[config.mk]
export PLATFORM = sky130hd
export DESIGN_NAME = rd_burst_dma
export DESIGN_NICKNAME = d
export VERILOG_FILES = /design/src/rtl/dma_rd_pkg.sv /design/src/rtl/dma_burst_plan.sv /design/src/rtl/dma_ar_chan.sv /design/src/rtl/dma_beat_writer.sv /design/src/rtl/rd_burst_dma.sv
export SDC_FILE = /design/constraint.sdc
export NUM_CORES = 1
export LEC_CHECK = 0
export ABC_CLOCK_PERIOD_IN_PS = 8170
export BUFFER_PORTS_ARGS = -buffer_cell sky130_fd_sc_hd__buf_2
export CORE_ASPECT_RATIO = 1.5
export CORE_MARGIN = 4
export CORE_UTILIZATION = 40
export DETAILED_ROUTE_END_ITERATION = 12
export HOLD_SLACK_MARGIN = 0.08
export SYNTH_ARGS = -nofsm -noshare
export SYNTH_HDL_FRONTEND = slang
export SYNTH_SLANG_ARGS = --single-unit
[constraint.sdc]
create_clock -name clk -period 8.17 [get_ports clk]
set_input_delay 1.2255 -clock clk [delete_from_list [all_inputs] [get_ports clk]]
set_output_delay 1.2255 -clock clk [all_outputs]
set_load 0.02 [all_outputs]
[src/rtl/dma_rd_pkg.sv]
package dma_rd_pkg;

   typedef enum logic [2:0] {
      ST_IDLE,
      ST_ISSUE,
      ST_WAIT_AR,
      ST_DATA,
      ST_FIN
   } dma_state_e;

   localparam logic [1:0] BURST_INCR = 2'b01;
   localparam logic [1:0] RESP_OKAY  = 2'b00;
   localparam int         AXLEN_W    = 8;

endpackage

[src/rtl/dma_burst_plan.sv]
module dma_burst_plan #(
   parameter int CNT_W          = 16,
   parameter int BUS_BYTES      = 8,
   parameter int MAX_BEATS      = 256,
   parameter int BOUND_BYTES    = 4096,
   parameter bit SPLIT_AT_BOUND = 1'b1,
   parameter int LEN_W          = $clog2(MAX_BEATS) + 1,
   parameter int BND_LG         = $clog2(BOUND_BYTES)
) (
   input  logic [BND_LG-1:0] page_off_i,
   input  logic [CNT_W-1:0]  rem_beats_i,
   output logic [LEN_W-1:0]  beats_o,
   output logic [7:0]        arlen_o
);
   localparam int BB_LG  = $clog2(BUS_BYTES);
   localparam int ROOM_W = BND_LG + 1;
   localparam int CMP_W  = (CNT_W > ROOM_W) ? CNT_W : ROOM_W;

   logic [ROOM_W-1:0] room_beats;

   generate
      if (SPLIT_AT_BOUND) begin : g_split
         logic [ROOM_W-1:0] room_bytes;
         always_comb begin
            room_bytes = ROOM_W'(BOUND_BYTES) - ROOM_W'(page_off_i);
            room_beats = room_bytes >> BB_LG;
         end
      end else begin : g_nosplit
         logic unused_off;
         assign unused_off = ^page_off_i;
         assign room_beats = ROOM_W'(MAX_BEATS);
      end
   endgenerate

   logic [CMP_W-1:0] pick;

   always_comb begin
      pick = (CMP_W'(rem_beats_i) < CMP_W'(MAX_BEATS)) ? CMP_W'(rem_beats_i)
                                                      : CMP_W'(MAX_BEATS);
      if (CMP_W'(room_beats) < pick) begin
         pick = CMP_W'(room_beats);
      end
      beats_o = LEN_W'(pick);
      arlen_o = 8'(pick - CMP_W'(1));
   end

endmodule

[src/rtl/dma_ar_chan.sv]
module dma_ar_chan #(
   parameter int ADDR_W = 32
) (
   input  logic              clk,
   input  logic              rst_n,
   input  logic              issue_i,
   input  logic [ADDR_W-1:0] addr_i,
   input  logic [7:0]        len_i,
   input  logic              arready_i,
   output logic              arvalid_o,
   output logic [ADDR_W-1:0] araddr_o,
   output logic [7:0]        arlen_o,
   output logic              fire_o
);
   assign fire_o = arvalid_o & arready_i;

   always_ff @(posedge clk) begin
      if (!rst_n) begin
         arvalid_o <= 1'b0;
         araddr_o  <= '0;
         arlen_o   <= '0;
      end else if (issue_i) begin
         arvalid_o <= 1'b1;
         araddr_o  <= addr_i;
         arlen_o   <= len_i;
      end else if (fire_o) begin
         arvalid_o <= 1'b0;
      end
   end

endmodule

[src/rtl/dma_beat_writer.sv]
module dma_beat_writer #(
   parameter int DATA_W = 64,
   parameter int SP_AW  = 10,
   parameter bit SP_REG = 1'b1
) (
   input  logic              clk,
   input  logic              rst_n,
   input  logic              clr_i,
   input  logic              beat_i,
   input  logic [DATA_W-1:0] rdata_i,
   input  logic [1:0]        rresp_i,
   output logic              sp_we_o,
   output logic [SP_AW-1:0]  sp_addr_o,
   output logic [DATA_W-1:0] sp_wdata_o,
   output logic              err_o
);
   import dma_rd_pkg::*;

   logic [SP_AW-1:0] idx_q;

   always_ff @(posedge clk) begin
      if (!rst_n) begin
         idx_q <= '0;
         err_o <= 1'b0;
      end else if (clr_i) begin
         idx_q <= '0;
         err_o <= 1'b0;
      end else if (beat_i) begin
         idx_q <= idx_q + SP_AW'(1);
         if (rresp_i != RESP_OKAY) begin
            err_o <= 1'b1;
         end
      end
   end

   generate
      if (SP_REG) begin : g_reg
         always_ff @(posedge clk) begin
            if (!rst_n) begin
               sp_we_o    <= 1'b0;
               sp_addr_o  <= '0;
               sp_wdata_o <= '0;
            end else begin
               sp_we_o <= beat_i;
               if (beat_i) begin
                  sp_addr_o  <= idx_q;
                  sp_wdata_o <= rdata_i;
               end
            end
         end
      end else begin : g_comb
         assign sp_we_o    = beat_i;
         assign sp_addr_o  = idx_q;
         assign sp_wdata_o = rdata_i;
      end
   endgenerate

endmodule

[src/rtl/rd_burst_dma.sv]
module rd_burst_dma #(
   parameter int ADDR_W         = 32,
   parameter int DATA_W         = 64,
   parameter int CNT_W          = 16,
   parameter int SP_AW          = 10,
   parameter int MAX_BEATS      = 256,
   parameter int BOUND_BYTES    = 4096,
   parameter bit SPLIT_AT_BOUND = 1'b1,
   parameter bit SP_REG         = 1'b1
) (
   input  logic              clk,
   input  logic              rst_n,
   input  logic              start_i,
   input  logic [ADDR_W-1:0] start_addr_i,
   input  logic [CNT_W-1:0]  start_bytes_i,
   output logic              busy_o,
   output logic              done_o,
   output logic              err_o,
   output logic              arvalid_o,
   input  logic              arready_i,
   output logic [ADDR_W-1:0] araddr_o,
   output logic [7:0]        arlen_o,
   output logic [2:0]        arsize_o,
   output logic [1:0]        arburst_o,
   input  logic              rvalid_i,
   output logic              rready_o,
   input  logic [DATA_W-1:0] rdata_i,
   input  logic [1:0]        rresp_i,
   input  logic              rlast_i,
   output logic              sp_we_o,
   output logic [SP_AW-1:0]  sp_addr_o,
   output logic [DATA_W-1:0] sp_wdata_o
);
   import dma_rd_pkg::*;

   localparam int BUS_BYTES = DATA_W / 8;
   localparam int BB_LG     = $clog2(BUS_BYTES);
   localparam int LEN_W     = $clog2(MAX_BEATS) + 1;
   localparam int BND_LG    = $clog2(BOUND_BYTES);

   // elaboration-time parameter checks
   generate
      if (DATA_W < 8 || (DATA_W & (DATA_W - 1)) != 0) begin : g_bad_data_w
         $error("DATA_W must be a power of two of at least 8");
      end
      if (MAX_BEATS < 1 || MAX_BEATS > 256) begin : g_bad_max_beats
         $error("MAX_BEATS must lie in 1..256");
      end
      if ((BOUND_BYTES & (BOUND_BYTES - 1)) != 0 || BOUND_BYTES < BUS_BYTES * 2) begin : g_bad_bound
         $error("BOUND_BYTES must be a power of two above the bus width");
      end
      if (CNT_W <= BB_LG || ADDR_W <= BND_LG) begin : g_bad_widths
         $error("CNT_W or ADDR_W too narrow");
      end
      if (SP_AW < 1) begin : g_bad_sp_aw
         $error("SP_AW must be at least 1");
      end
   endgenerate

   dma_state_e        state_q;
   logic [ADDR_W-1:0] cur_addr_q;
   logic [CNT_W-1:0]  rem_beats_q;

   logic              take_start;
   logic              issue;
   logic              ar_fire;
   logic              beat_fire;
   logic [LEN_W-1:0]  plan_beats;
   logic [7:0]        plan_len;

   assign take_start = start_i && (state_q == ST_IDLE);
   assign issue      = (state_q == ST_ISSUE);
   assign rready_o   = (state_q == ST_DATA);
   assign beat_fire  = rvalid_i & rready_o;
   assign busy_o     = (state_q != ST_IDLE);
   assign done_o     = (state_q == ST_FIN);
   assign arsize_o   = 3'(BB_LG);
   assign arburst_o  = BURST_INCR;

   generate
      if (BB_LG > 0) begin : g_lowbits
         logic unused_low;
         assign unused_low = ^start_bytes_i[BB_LG-1:0];
      end
   endgenerate

   dma_burst_plan #(
      .CNT_W          (CNT_W),
      .BUS_BYTES      (BUS_BYTES),
      .MAX_BEATS      (MAX_BEATS),
      .BOUND_BYTES    (BOUND_BYTES),
      .SPLIT_AT_BOUND (SPLIT_AT_BOUND),
      .LEN_W          (LEN_W),
      .BND_LG         (BND_LG)
   ) u_plan (
      .page_off_i  (cur_addr_q[BND_LG-1:0]),
      .rem_beats_i (rem_beats_q),
      .beats_o     (plan_beats),
      .arlen_o     (plan_len)
   );

   dma_ar_chan #(
      .ADDR_W (ADDR_W)
   ) u_ar (
      .clk       (clk),
      .rst_n     (rst_n),
      .issue_i   (issue),
      .addr_i    (cur_addr_q),
      .len_i     (plan_len),
      .arready_i (arready_i),
      .arvalid_o (arvalid_o),
      .araddr_o  (araddr_o),
      .arlen_o   (arlen_o),
      .fire_o    (ar_fire)
   );

   dma_beat_writer #(
      .DATA_W (DATA_W),
      .SP_AW  (SP_AW),
      .SP_REG (SP_REG)
   ) u_wr (
      .clk        (clk),
      .rst_n      (rst_n),
      .clr_i      (take_start),
      .beat_i     (beat_fire),
      .rdata_i    (rdata_i),
      .rresp_i    (rresp_i),
      .sp_we_o    (sp_we_o),
      .sp_addr_o  (sp_addr_o),
      .sp_wdata_o (sp_wdata_o),
      .err_o      (err_o)
   );

   always_ff @(posedge clk) begin
      if (!rst_n) begin
         state_q     <= ST_IDLE;
         cur_addr_q  <= '0;
         rem_beats_q <= '0;
      end else begin
         unique case (state_q)
            ST_IDLE: begin
               if (take_start) begin
                  cur_addr_q  <= start_addr_i;
                  rem_beats_q <= start_bytes_i >> BB_LG;
                  state_q     <= ((start_bytes_i >> BB_LG) == '0) ? ST_FIN : ST_ISSUE;
               end
            end
            ST_ISSUE: begin
               cur_addr_q  <= cur_addr_q + (ADDR_W'(plan_beats) << BB_LG);
               rem_beats_q <= rem_beats_q - CNT_W'(plan_beats);
               state_q     <= ST_WAIT_AR;
            end
            ST_WAIT_AR: begin
               if (ar_fire) begin
                  state_q <= ST_DATA;
               end
            end
            ST_DATA: begin
               if (beat_fire && rlast_i) begin
                  state_q <= (rem_beats_q == '0) ? ST_FIN : ST_ISSUE;
               end
            end
            ST_FIN: begin
               state_q <= ST_IDLE;
            end
            default: state_q <= ST_IDLE;
         endcase
      end
   end

endmodule

# Word-level counts from Yosys, hierarchy flattened
# Cells that the tools add are included.
# Widths: inputs -> output; s select.
dict set report word_totals {
  register_bits 178
  latch_bits 0
  ramBits 0
  mem_bits_ro 0
  input_bits 120
  out_inout_bits 125
  wordCells 55
  mem_count 0
}
dict set report classes {
  n_addsub 5
  n_mul 0
  n_div 0
  n_lt_le_gt_ge 2
  eq_ne 7
  shift 0
  muxes 14
  bitwise_logic 3
  reduce_logical 13
}
# op n
set op_table {}
lappend op_table {{$pmux 32 s2} 1}
lappend op_table {{$add 32x12->32} 1}
lappend op_table {{$logic_not 16->1} 2}
lappend op_table {{$mux 16} 2}
lappend op_table {{$mux 32} 1}
lappend op_table {{$pmux 16 s2} 1}
lappend op_table {{$lt 10x16->1} 1}
lappend op_table {{$lt 16x9->1 const B} 1}
lappend op_table {{$sub 16x9->16} 1}
lappend op_table {{$mux 3} 5}
lappend op_table {{$sub 13x12->13 const A} 1}
lappend op_table {{$pmux 3 s4} 1}
lappend op_table {{$add 10x1->10 const B} 1}
lappend op_table {{$mux 9} 1}
lappend op_table {{$sub 8x1->8 const B} 1}
lappend op_table {{$eq 3x2->1 const B} 2}
lappend op_table {{$reduce_bool 2->1} 3}
lappend op_table {{$ne 2x2->1 const B} 2}
lappend op_table {{$reduce_and 2->1} 2}
lappend op_table {{$eq 3x1->1 const B} 1}
lappend op_table {{$eq 3x3->1 const B} 1}
lappend op_table {{$logic_not 3->1} 1}
lappend op_table {{$reduce_and 3->1} 1}
lappend op_table {{$reduce_bool 3->1} 1}
lappend op_table {{6 further kinds} 9}

# Depth between registers and ports, before layout
dict set report logic_depth {
  ltp_word 6
  mapped_depth 27
  depth_no_buf 21
}

# Hierarchy
# Synthesis repeated with hierarchy kept, for this count alone.
dict set report hier_totals {
  hier_cells 1023
  hier_area_um2 9482.8
}
# mod instances cells_each area_each_um2 seq_area_each_um2
set modules_own_cells {}
lappend modules_own_cells {rd_burst_dma 1 464 3623.5 1021.0}
lappend modules_own_cells {dma_beat_writer 1 294 3274.4 1721.7}
lappend modules_own_cells {dma_ar_chan 1 133 1597.8 820.8}
lappend modules_own_cells {dma_burst_plan 1 132 987.2 0.0}

# Least setup slack after synthesis
# Ideal clock, no wire load.
dict set report synth_path {
  kind {reg2reg}
  start {reg cur_addr_q[2]}
  end {reg cur_addr_q[10]}
  setup_time_ns 0.118
  arrival_ns 5.680
  required_ns 8.052
  slack_ns 2.373
  path_stages_with_launch 26
  n_path_buf 5
  synth_period_minus_slack_ns 5.797
  cell_sequence {dfxtp_1 > or4_4 > buf_6 > or4_1 > clkbuf_1 > nor3_1 > ha_1 > a211oi_1 > o21a_1 > nand4_1 > nand2_1 > buf_4 > buf_2 > nand2_1 > nand2_1 > ha_1 > clkbuf_1 > nand2_1 > nor3_1 > a31oi_1 > o21ai_0 > o211a_1 > or2_1 > maj3_2 > a2111o_1 > o2111a_1}
}
dict set report synth_via {
  elab_chain_len 5
}
# item line_no
set synth_rtl {}
lappend synth_rtl {{start, declared} rd_burst_dma.sv:61} ;# logic [ADDR_W-1:0] cur_addr_q;
lappend synth_rtl {{start signal, assigned} rd_burst_dma.sv:143} ;# cur_addr_q <= start_addr_i;
lappend synth_rtl {{start signal, assigned} rd_burst_dma.sv:149} ;# cur_addr_q <= cur_addr_q + (ADDR_W'(plan_beats) << BB_LG);
lappend synth_rtl {{$sub 13x12->13} dma_burst_plan.sv:25} ;# room_bytes = ROOM_W'(BOUND_BYTES) - ROOM_W'(page_off_i);
lappend synth_rtl {{$lt 10x16->1} dma_burst_plan.sv:40} ;# if (CMP_W'(room_beats) < pick) begin
lappend synth_rtl {{$mux 9} dma_burst_plan.sv:40}
lappend synth_rtl {{$add 32x12->32 (*)} rd_burst_dma.sv:149}
lappend synth_rtl {{$pmux 32 s2 (*)} rd_burst_dma.sv:140} ;# unique case (state_q)
# Mark *: on every way between the ends. The rest lies on a longest branch, timed or not.
# A chain may end at the register's enable or synchronous reset.

# Worst setup path in the final report
# Same ends and word-level chain as after synthesis.

==> qor.yml <==
power.leakage_nw: 4.48
syn_avg_cell_area_sq_um: 7.48
io_pins: 245
cts_hold_bufs: 0
hold_ws_ns: 0.448
power.density_cell_area_mw_per_mm2: 384
ff2ff_setup_slack_ns: 1.34
synth-async-reset-ratio: 0
ys.warnings.count: 0
net_switching_fraction_of_the_power: 0.463
final-max-slew-violation-count: 0
die_h_microns: 192
num-fill-cells: 2284
worst_slew_pin_slew_ns: 0.966
unrepaired_setup_endpoints_after_global_routing: "false"
min_period_ns: 6.83
grt_antenna_before_repair: 8
ant_nets: 0
ctsRootBufferMaster: "clkbuf_16"
mostFrequentLayoutCell: "nand2_1"
synth_cell_type_count: 80
max_cap_viol_count: 0
synth_edf_count: 0
aggregate_global_route_resource_usage: 0.229
startpoint_type: "register"
final_critical_path_setup_slack_ns: 1.34
dr.first_iter.drc_count: 597
intPower_mw: 2.25
place_hpwl_microns: 20800
finish.net_count: 1534
syn_inst: 1213
die_area_sq_mm: 0.0252
worstPathArrival_ns: 7.16
routability_congestion_estimate: 0.937
synthesis.area_sq_mm: 0.00907
post_drt_wl_per_cell_microns: 17.2
design.core.area_sq_mm: 0.0224
via_count: 9210
power_frac_clock: 0.194
post_cts_buffers: 0
power.switching_mw: 1.94
most-common-layout-cells: "nand2_1 (310), buf_2 (236), dfxtp_1 (178), a21oi_1 (156), nor2_1 (68)"
power.sequential.fraction: 0.262
fraction_of_final_layout_cells_with_drive_strength_greater_than_1: 0.221
outcome: "completed"
fin_crit_sh: 0.836
antenna_cells_inserted: 0
worstSetupEndpointType: "register"
synthToLayoutAreaGrowth_pct: 20.2
cts-buffers-inserted: 17
path_cells: "or4_4 > or4_1 > nor3_1 > nor2_1 > ha_1 > a211oi_1 > o21a_1 > nand4_1 > nand2_1 > nand2_1 > nand2_1 > ha_1 > nand2_1 > nor3_1 > a31oi_1 > o21ai_0 > o211a_1 > or2_1 > maj3_2 > a2111o_1 > o2111a_1"
clock_sink_count: 178
final.setup_skew_ns: 0.00730
vias_in_the_first_global_route: 8953
critPathKind: "register to register"
worst_path_most_repeated_cell: "nand2_1"
finalSetupViolations: 0
hold_viol: 0
die-width_microns: 131
totalNegativeSetupSlack_ns: 0
clk_latency_ns: 0.43
slew_margin_rel: 0.356
gr_overflow_total: 0
clock_tree.htree_level_count: 4
grt_pass1_wl_microns: 46000
share_comb_of_total_power: 0.544
initial_core_utilization: 0.405
hold_path.class: "register to register"
synth-main-ff-cell: "dfxtp_1"
grt_start_max_net_pins: 89
clockBufferDepth: 2
synth.ff_latch_count: 178
clk_pin_slew_ns: 0.07
crit_path_top_delay_cell: "nand2_1"
drt-vias-per-instance: 5.47
aggregate_routed_wire_length_microns: 28900
core.rowCount: 67
drc_errors: 0
ys_seq_area_frac: 0.393
port_buffers: 236
pre_cts_slack_ns: 1.47
dp_cells: 1651
cts_tree: "built"
path_max_fanout: 21
critical_path_required_time_ns: 8.50
post_cts_resize_count: 0
critical_path.max_stage_delay_ns: 0.76
vdd_ir_drop_max_uv: 251
finalNonFillerCells: 1683
fmax_mhz: 146
drt_pass_1_iters: 5
cells by family (layout without fill, tap and decap cells):
logic type                 Yosys count  count (layout)  synth area share
adders and majority gates           23              23            0.0310
and+or+nand+nor                    539             539             0.265
buffers and inverters              112             302            0.0513
DFF                                178             178             0.393
muxes                                4               4           0.00469
xor gates and xnor gates            26              26            0.0259
other                                2               6          0.000828
AOI/OAI and AO/OA                  329             329             0.229
metal layers:
metal,vias to the layer above,part of all wire,GRT usage
met5,-,0.0030,0
li1,4593,-,-
met4,14,0.036,0.0950
met1,4276,0.39,0.253
met3,64,0.073,0.0762
met2,263,0.50,0.395
cell usage after synthesis, types with 12 or more instances:
cell type | n | share of area
nand2_1 | 312 | 0.13
dfxtp_1 | 178 | 0.39
a21oi_1 | 156 | 0.086
clkbuf_1 | 68 | 0.028
nor2_1 | 68 | 0.028
nand3_1 | 39 | 0.022
o21ai_0 | 38 | 0.021
nor3_1 | 25 | 0.014
and3_1 | 22 | 0.015
inv_1 | 22 | 0.0091
a31oi_1 | 20 | 0.014
ha_1 | 20 | 0.028
nand4_1 | 14 | 0.0097
a22oi_1 | 13 | 0.011
xnor2_1 | 13 | 0.013
xor2_1 | 12 | 0.012
power groups by stage:
stage / Sequential [mW] / Clock, mW / Combinational (mW)
floorplan: 1.08 / 0 / 1.76
global placement: 1.11 / 0 / 2.25
detailed placement: 1.11 / 0 / 2.26
CTS: 1.09 / 0.830 / 2.28
global route: 1.11 / 0.867 / 2.53
finish: 1.10 / 0.811 / 2.28
cell type report:
type	instances	area, sq um	share of cell area
clock inverter	10	100	0.00918
multi-input combinational	927	5070	0.465
clock buffer	22	484	0.0444
inverter	24	92.6	0.00849
tap	276	345	0.0317
timing repair buffer	246	1260	0.115
sequential	178	3560	0.327
registers in the layout, summed over array words and instances, names as in the netlist:
signal           flops
rem_beats_q         16
state_q              3
u_wr.err_o           1
cur_addr_q          32
u_ar.arlen_o         8
u_wr.sp_addr_o      10
u_ar.araddr_o       32
u_ar.arvalid_o       1
u_wr.sp_wdata_o     64
u_wr.idx_q          10
u_wr.sp_we_o         1
metrics by stage:
| step | util | total power, mW | area (sq um) |
|---|---|---|---|
| after floorplan | - | 2.84 | 9090 |
| after global placement | 0.461 | 3.36 | 10300 |
| after detailed placement | 0.461 | 3.37 | 10300 |
| after CTS | 0.487 | 4.20 | 10900 |
| after global routing | 0.487 | 4.50 | 10900 |
| final | 0.487 | 4.19 | 10900 |
path summary, 6_finish.rpt:
kind                    from  cells after the start              end
min          u_ar.arlen_o[3]                      2  u_ar.arlen_o[3]
min reg2reg  u_ar.arlen_o[3]                      2  u_ar.arlen_o[3]
max            cur_addr_q[2]                     21   cur_addr_q[10]
max reg2reg    cur_addr_q[2]                     21   cur_addr_q[10]
worst max-delay path: cells and delay by family, from the launching register on:
kind            cells  cell delay [ns]
simple gates       11             3.71
compound gates      7             1.73
fa+ha+maj           3             0.88
flops               1             0.39
Note: power is estimated with default switching activity, not from simulation.
